File: config.mk
export PLATFORM = sky130hd
export DESIGN_NAME = acc_delay_timer
export DESIGN_NICKNAME = d
export VERILOG_FILES = /design/src/rtl/acc_delay_timer.sv
export SDC_FILE = /design/constraint.sdc
export NUM_CORES = 1
export LEC_CHECK = 0
export BUFFER_PORTS_ARGS = -buffer_cell sky130_fd_sc_hd__buf_2
export CORE_ASPECT_RATIO = 0.9
export CORE_MARGIN = 3
export CORE_UTILIZATION = 30
export CTS_CLUSTER_SIZE = 24
export DETAILED_ROUTE_END_ITERATION = 7
export PLACE_DENSITY = 0.58
export SLEW_MARGIN = 5
export SYNTH_ARGS = -nofsm -noshare
export SYNTH_HDL_FRONTEND = slang
export SYNTH_SLANG_ARGS = --single-unit
export TNS_END_PERCENT = 20
File: constraint.sdc
create_clock -name clk -period 4.7 [get_ports clk]
set_input_delay 0.94 -clock clk [delete_from_list [all_inputs] [get_ports clk]]
set_output_delay 0.94 -clock clk [all_outputs]
set_load 0.02 [all_outputs]
File: src/rtl/acc_delay_timer.sv
module acc_delay_timer #(
  parameter int CODE_W   = 3,
  parameter int CNT_W    = 8,
  parameter int NORM_MUL = 4,
  parameter int FAST_MUL = 2,
  parameter int DL_DIV   = 8
) (
  input  logic              clk,
  input  logic              rst_n,
  input  logic              osc_in,
  input  logic              start,
  input  logic              align_req,
  input  logic [CODE_W-1:0] period_code,
  input  logic              fast_rd,
  input  logic              src_dl,
  output logic              busy,
  output logic              done
);
  localparam int NCODE = 1 << CODE_W;
  localparam int DLW   = (DL_DIV > 1) ? $clog2(DL_DIV) : 1;

  logic [CNT_W-1:0] lut_norm [NCODE];
  logic [CNT_W-1:0] lut_fast [NCODE];

  for (genvar i = 0; i < NCODE; i++) begin : g_lut
    assign lut_norm[i] = CNT_W'((i + 1) * NORM_MUL);
    assign lut_fast[i] = CNT_W'((i + 1) * FAST_MUL);
  end

  logic [2:0] osc_sh;
  always_ff @(posedge clk or negedge rst_n)
    if (!rst_n) osc_sh <= '0;
    else        osc_sh <= {osc_sh[1:0], osc_in};

  wire osc_tick = osc_sh[1] & ~osc_sh[2];

  logic [DLW-1:0] dl_cnt;
  always_ff @(posedge clk or negedge rst_n)
    if (!rst_n)                              dl_cnt <= '0;
    else if (dl_cnt == DLW'(DL_DIV - 1))     dl_cnt <= '0;
    else                                     dl_cnt <= dl_cnt + 1'b1;

  wire dl_tick = (dl_cnt == DLW'(DL_DIV - 1));

  logic             src_q;
  logic [CNT_W-1:0] remain;
  wire              tick   = src_q ? dl_tick : osc_tick;
  wire [CNT_W-1:0]  target = align_req ? CNT_W'(1)
                           : (fast_rd ? lut_fast[period_code] : lut_norm[period_code]);

  always_ff @(posedge clk or negedge rst_n) begin
    if (!rst_n) begin
      busy   <= 1'b0;
      done   <= 1'b0;
      src_q  <= 1'b0;
      remain <= '0;
    end else begin
      done <= 1'b0;
      if (!busy) begin
        if (start) begin
          busy   <= 1'b1;
          src_q  <= src_dl;
          remain <= target;
        end
      end else if (tick) begin
        if (remain == CNT_W'(1)) begin
          busy <= 1'b0;
          done <= 1'b1;
        end
        remain <= remain - 1'b1;
      end
    end
  end
endmodule

Word level (Yosys, flattened, before mapping)
Memories as Yosys holds them, arrays and structs flattened.
Cells that the tools add are included.
{ "op_classes": {"order_cmp": 1, "n_shift": 0, "n_mul": 0, "addsub": 2, "n_reduce_logical": 3, "eq_ne": 3, "bitwise_logic": 4, "div": 0, "mux": 18} }
{ "op_table": {"columns": ["cell", "n"], "rows": [
  ["$mux 8", 9],
  ["$eq 8x1->1 const B", 1],
  ["$mux 1", 8],
  ["$sub 8x1->8 const B", 1],
  ["$ge 4x4->1 const B", 1],
  ["$not 3->4", 1],
  ["$reduce_and 2->1", 2],
  ["$add 3x1->3 const B", 1],
  ["$eq 3x3->1 const B", 1],
  ["$mux 3", 1],
  ["$ne 2x1->1 const B", 1],
  ["$not 1->1", 2],
  ["$reduce_bool 2->1", 1],
  ["$and 1x1->1", 1]
]} }
{ "word_totals": {"latch_bits": 0, "mem_count": 2, "mem_bits_rw": 0, "mem_bits_ro": 128, "ff_bits": 17, "input_bits": 10} }
{ "mem_list": {"columns": ["name", "words", "width", "rd", "rd_clocked_by_memory_dff", "write_ports", "line_no", "text"], "rows": [
  ["(no name shown)", 8, 8, 1, 0, 0, "49", ": (fast_rd ? lut_fast[period_code] : lut_norm[period_code]);"],
  ["(no name shown)", 8, 8, 1, 0, 0, "49", null]
]} }

Longest topological paths before layout
{ "depth": {"word_depth": 8, "ltp_mapped": 6} }

Least setup slack after synthesis
OpenSTA, ideal clock, no wires.
{ "synth_timing": {"kind": "input port to flip-flop", "startpoint": "input port period_code[0]", "endpoint": "register remain[2]", "arrival_time_ps": 1741, "slack_ps": 2820, "cell_stages": 5, "required_time_ps": 4561, "n_path_buf": 0, "cell_sequence": "ha_1 -> nand2_1 -> o21ai_0 -> a311oi_1 -> a211oi_2"} }
{ "synth_between": {"elab_chain_cells": 8} }
{ "synth_lines": {"columns": ["element", "line_no", "text"], "rows": [
  ["start: declaration", "13", "input logic [CODE_W-1:0] period_code,"],
  ["$not 3->4 (implied by the code) (*)", "49", null],
  ["$mem_v2 8x8", null, null],
  ["$mux 8 (implied by the code) (2 in series)", "49", null],
  ["$mux 8 (*)", "49", null],
  ["$mux 8 (*)", "48", "wire [CNT_W-1:0] target = align_req ? CNT_W'(1)"],
  ["$mux 8 (*)", "60", "if (start) begin"],
  ["$mux 8 (*)", "59", "if (!busy) begin"],
  ["end signal: assignment", "63", "remain <= target;"],
  ["end signal: assignment", "70", "remain <= remain - 1'b1;"],
  ["end: declaration", "46", "logic [CNT_W-1:0] remain;"]
]} }
Every way passes the cells marked *; elsewhere a longest branch is shown, timed or not. The select of a mux whose other input is x is not followed.
A chain may end at the register's enable or synchronous reset.

Worst setup path in the final report
{ "layout_timing": {"startpoint": "register busy", "endpoint": "output port busy"} }
{ "layout_lines": {"columns": ["element", "line_no", "text"], "rows": [
  ["start: declaration", "16", "output logic busy,"],
  ["start signal: assignment", "53", "busy <= 1'b0;"],
  ["start signal: assignment", "61", "busy <= 1'b1;"],
  ["start signal: assignment", "67", "busy <= 1'b0;"]
]} }
No word-level cell between the ends.

==> out/metrics.cfg <==
[outcome]
status = finished clean

[place]
io_buffers = 11
dp_slack_ns = 2.59
dp_hpwl_microns = 1390
finalWeightedCongestion = 0.846

[drt]
drt_iter0_drc = 9
wl_per_cell_microns = 12.8
remaining_drc_errors = 0
num_vias = 714
dr.pass1.iters = 4
ant_nets = 0
routed_wl_microns = 1840
viasPerCell = 4.96

[floorplan]
fp.dieW_microns = 65.3
rows = 18
start_util = 0.329
pin_count = 12
core_sq_um = 2880
dieArea_sq_um = 3880
chipHeight_microns = 59.4

[timing]
rsz0062_at_grt = no
finalCriticalPeriod_ns = 2.22
worst_slack_ns = 2.48
clock.fmax_mhz = 450
clock_skew_ns = 0.00274
slew_headroom = 0.618
finalCritPeriodShare = 0.472
maxSlewViolCount = 0
setup_violations = 0
tightestPinTransition_ns = 0.574
tns_ns = 0
hold_viol = 0

[setup_path]
cp_data_arrival_time_ns = 1.28
critPathMaxFanout = 18
path_delay_family = flip-flops
worstPathCellList = buf_2
critPathMaxStageDelay_ns = 0.71
endpoint_kind = output port
start_kind = register
cp_num_buf_inv = 1
critPathKind = register to output port
required_ns = 3.76
slowest_stage = dfrtp_1

[finish]
multiInputGateArea_sq_um = 495
seq_area_sq_um = 425
n_antenna_cell = 0
final_cell_mix = dfrtp_1, nor2_1, buf_2
syn_to_final_growth_pct = 12.4
mostFrequentLayoutCell = dfrtp_1
drive_gt1_frac = 0.212
nFillCells = 318
final_nets = 121

[logic_synthesis]
synth_top_family_by_area = simple AND/OR/NAND/NOR gates
synth_edf_count = 0
synth-xor-area-share = 0.0369
synth_mux_area_frac = 0.0329
synthArstFlopShare = 1.00
syn_area_sq_um = 950
synthCells = 92
synthAdderAreaFrac = 0.0791
ys_seq_elements = 17
yosysUniqueCellTypes = 33
synth_fp_nets = 108
yosysSeqAreaShare = 0.448
synth_area_per_cell_sq_um = 10.3
ys.flop_type = dfrtp_1
yosysWarnings = 0
synthSimpleGateAreaFrac = 0.198
synth_compound_area_frac = 0.175

[clocking]
clock_path_buffers = 2
post_cts_resized = 0
cts_tree = built
cts.sinks = 17
cts_htree_levels = 1
cts_setup_buffers = 0
cts_buffers = 3
ctsRootBufferMaster = clkbuf_4
clk_pin_slew_ns = 0.09
clkLatencyLatePin_ns = 0.29
hold_buffers = 0

[grt]
gr-total-overflow = 0
grtUsageTotal = 0.110
grt_pass1_wl_microns = 3230
antenna_found_initial = 0
grt_max_degree = 19
grt_pass1_vias = 712

[power]
power.density_nw_per_um2 = 432
cellLeakagePower_nw = 0.450
vdd_drop_max_mv = 0.221

[run]
cap_violations = 0

[min_path]
hold_path.class = register to register

-- cells by family after synthesis --
family                   count (synthesis)
AND/OR/NAND/NOR                         32
AO/OA/AOI/OAI                           23
flip-flops                              17
buffers and inverters                    7
adder cells (fa/ha/maj)                  6
XOR/XNOR                                 4
multiplexers                             3
-- path summary, 6_finish.rpt --
| check | start | end | slack (ns) | depth (start not counted) |
|---|---|---|---|---|
| max in group asynchronous | rst_n | remain[1]$_DFFE_PN0P_ | 3.88 | 1 |
| min reg2reg | osc_sh[0]$_DFF_PN0_ | osc_sh[1]$_DFF_PN0_ | 0.36 | 0 |
| min in group asynchronous | rst_n | done$_DFF_PN0_ | 0.55 | 1 |
| max reg2reg | dl_cnt[0]$_DFF_PN0_ | remain[2]$_DFFE_PN0P_ | 3.10 | 6 |
| min | osc_sh[0]$_DFF_PN0_ | osc_sh[1]$_DFF_PN0_ | 0.36 | 0 |
| max | busy$_DFF_PN0_ | busy | 2.48 | 1 |
-- synth_stat cells (3+ instances only) --
library cell  instances  area (sq um)
dfrtp_1              17           425
o21ai_0               3          15.0
o211ai_1              3          22.5
nor2_1               14          52.6
inv_1                 4          15.0
nand2_1               3          11.3
a21oi_1               4          20.0
nor2b_1               3          18.8
ha_1                  6          75.1
-- area by class of cell --
type | count | area share
clock buffers | 4 | 0.0246
repair buffers | 11 | 0.0516
well taps | 40 | 0.0469
inverters | 4 | 0.0141
flip-flops and latches | 17 | 0.399
multi-input cells | 68 | 0.464
-- power breakdown --
| group | internal [W] | switching, W |
|---|---|---|
| Clock | 0.0000331 | 0.0000448 |
| Sequential | 0.000186 | 0.0000464 |
| Combinational | 0.0000717 | 0.0000790 |
-- routing by layer --
| layer | GRT usage | wire length [microns] | vias up | part of all wire |
|---|---|---|---|---|
| met3 | 0.0417 | 75 | 2 | 0.041 |
| met1 | 0.139 | 860 | 343 | 0.47 |
| met4 | 0.0266 | 18 | 0 | 0.0098 |
| li1 | - | - | 357 | - |
| met5 | 0 | 0 | - | 0 |
| met2 | 0.179 | 888 | 12 | 0.48 |
-- metrics by stage --
stage                     utilization  area [sq um]  hold WS (ns)  power [W]  cells
after global routing            0.370          1070         0.371   0.000497    144
after CTS                       0.370          1070         0.363   0.000465    144
after floorplan                     -           950         0.331   0.000346     92
final                           0.370          1070         0.359   0.000461    144
after detailed placement        0.361          1040         0.341   0.000386    140
after global placement          0.361          1040         0.332   0.000382    140
-- flip-flops by register name, summed over array words and instances, names as in the netlist --
name,count
dl_cnt,3
src_q,1
remain,8
busy,1
osc_sh,3
done,1
Power figures use the tool's default switching activity.
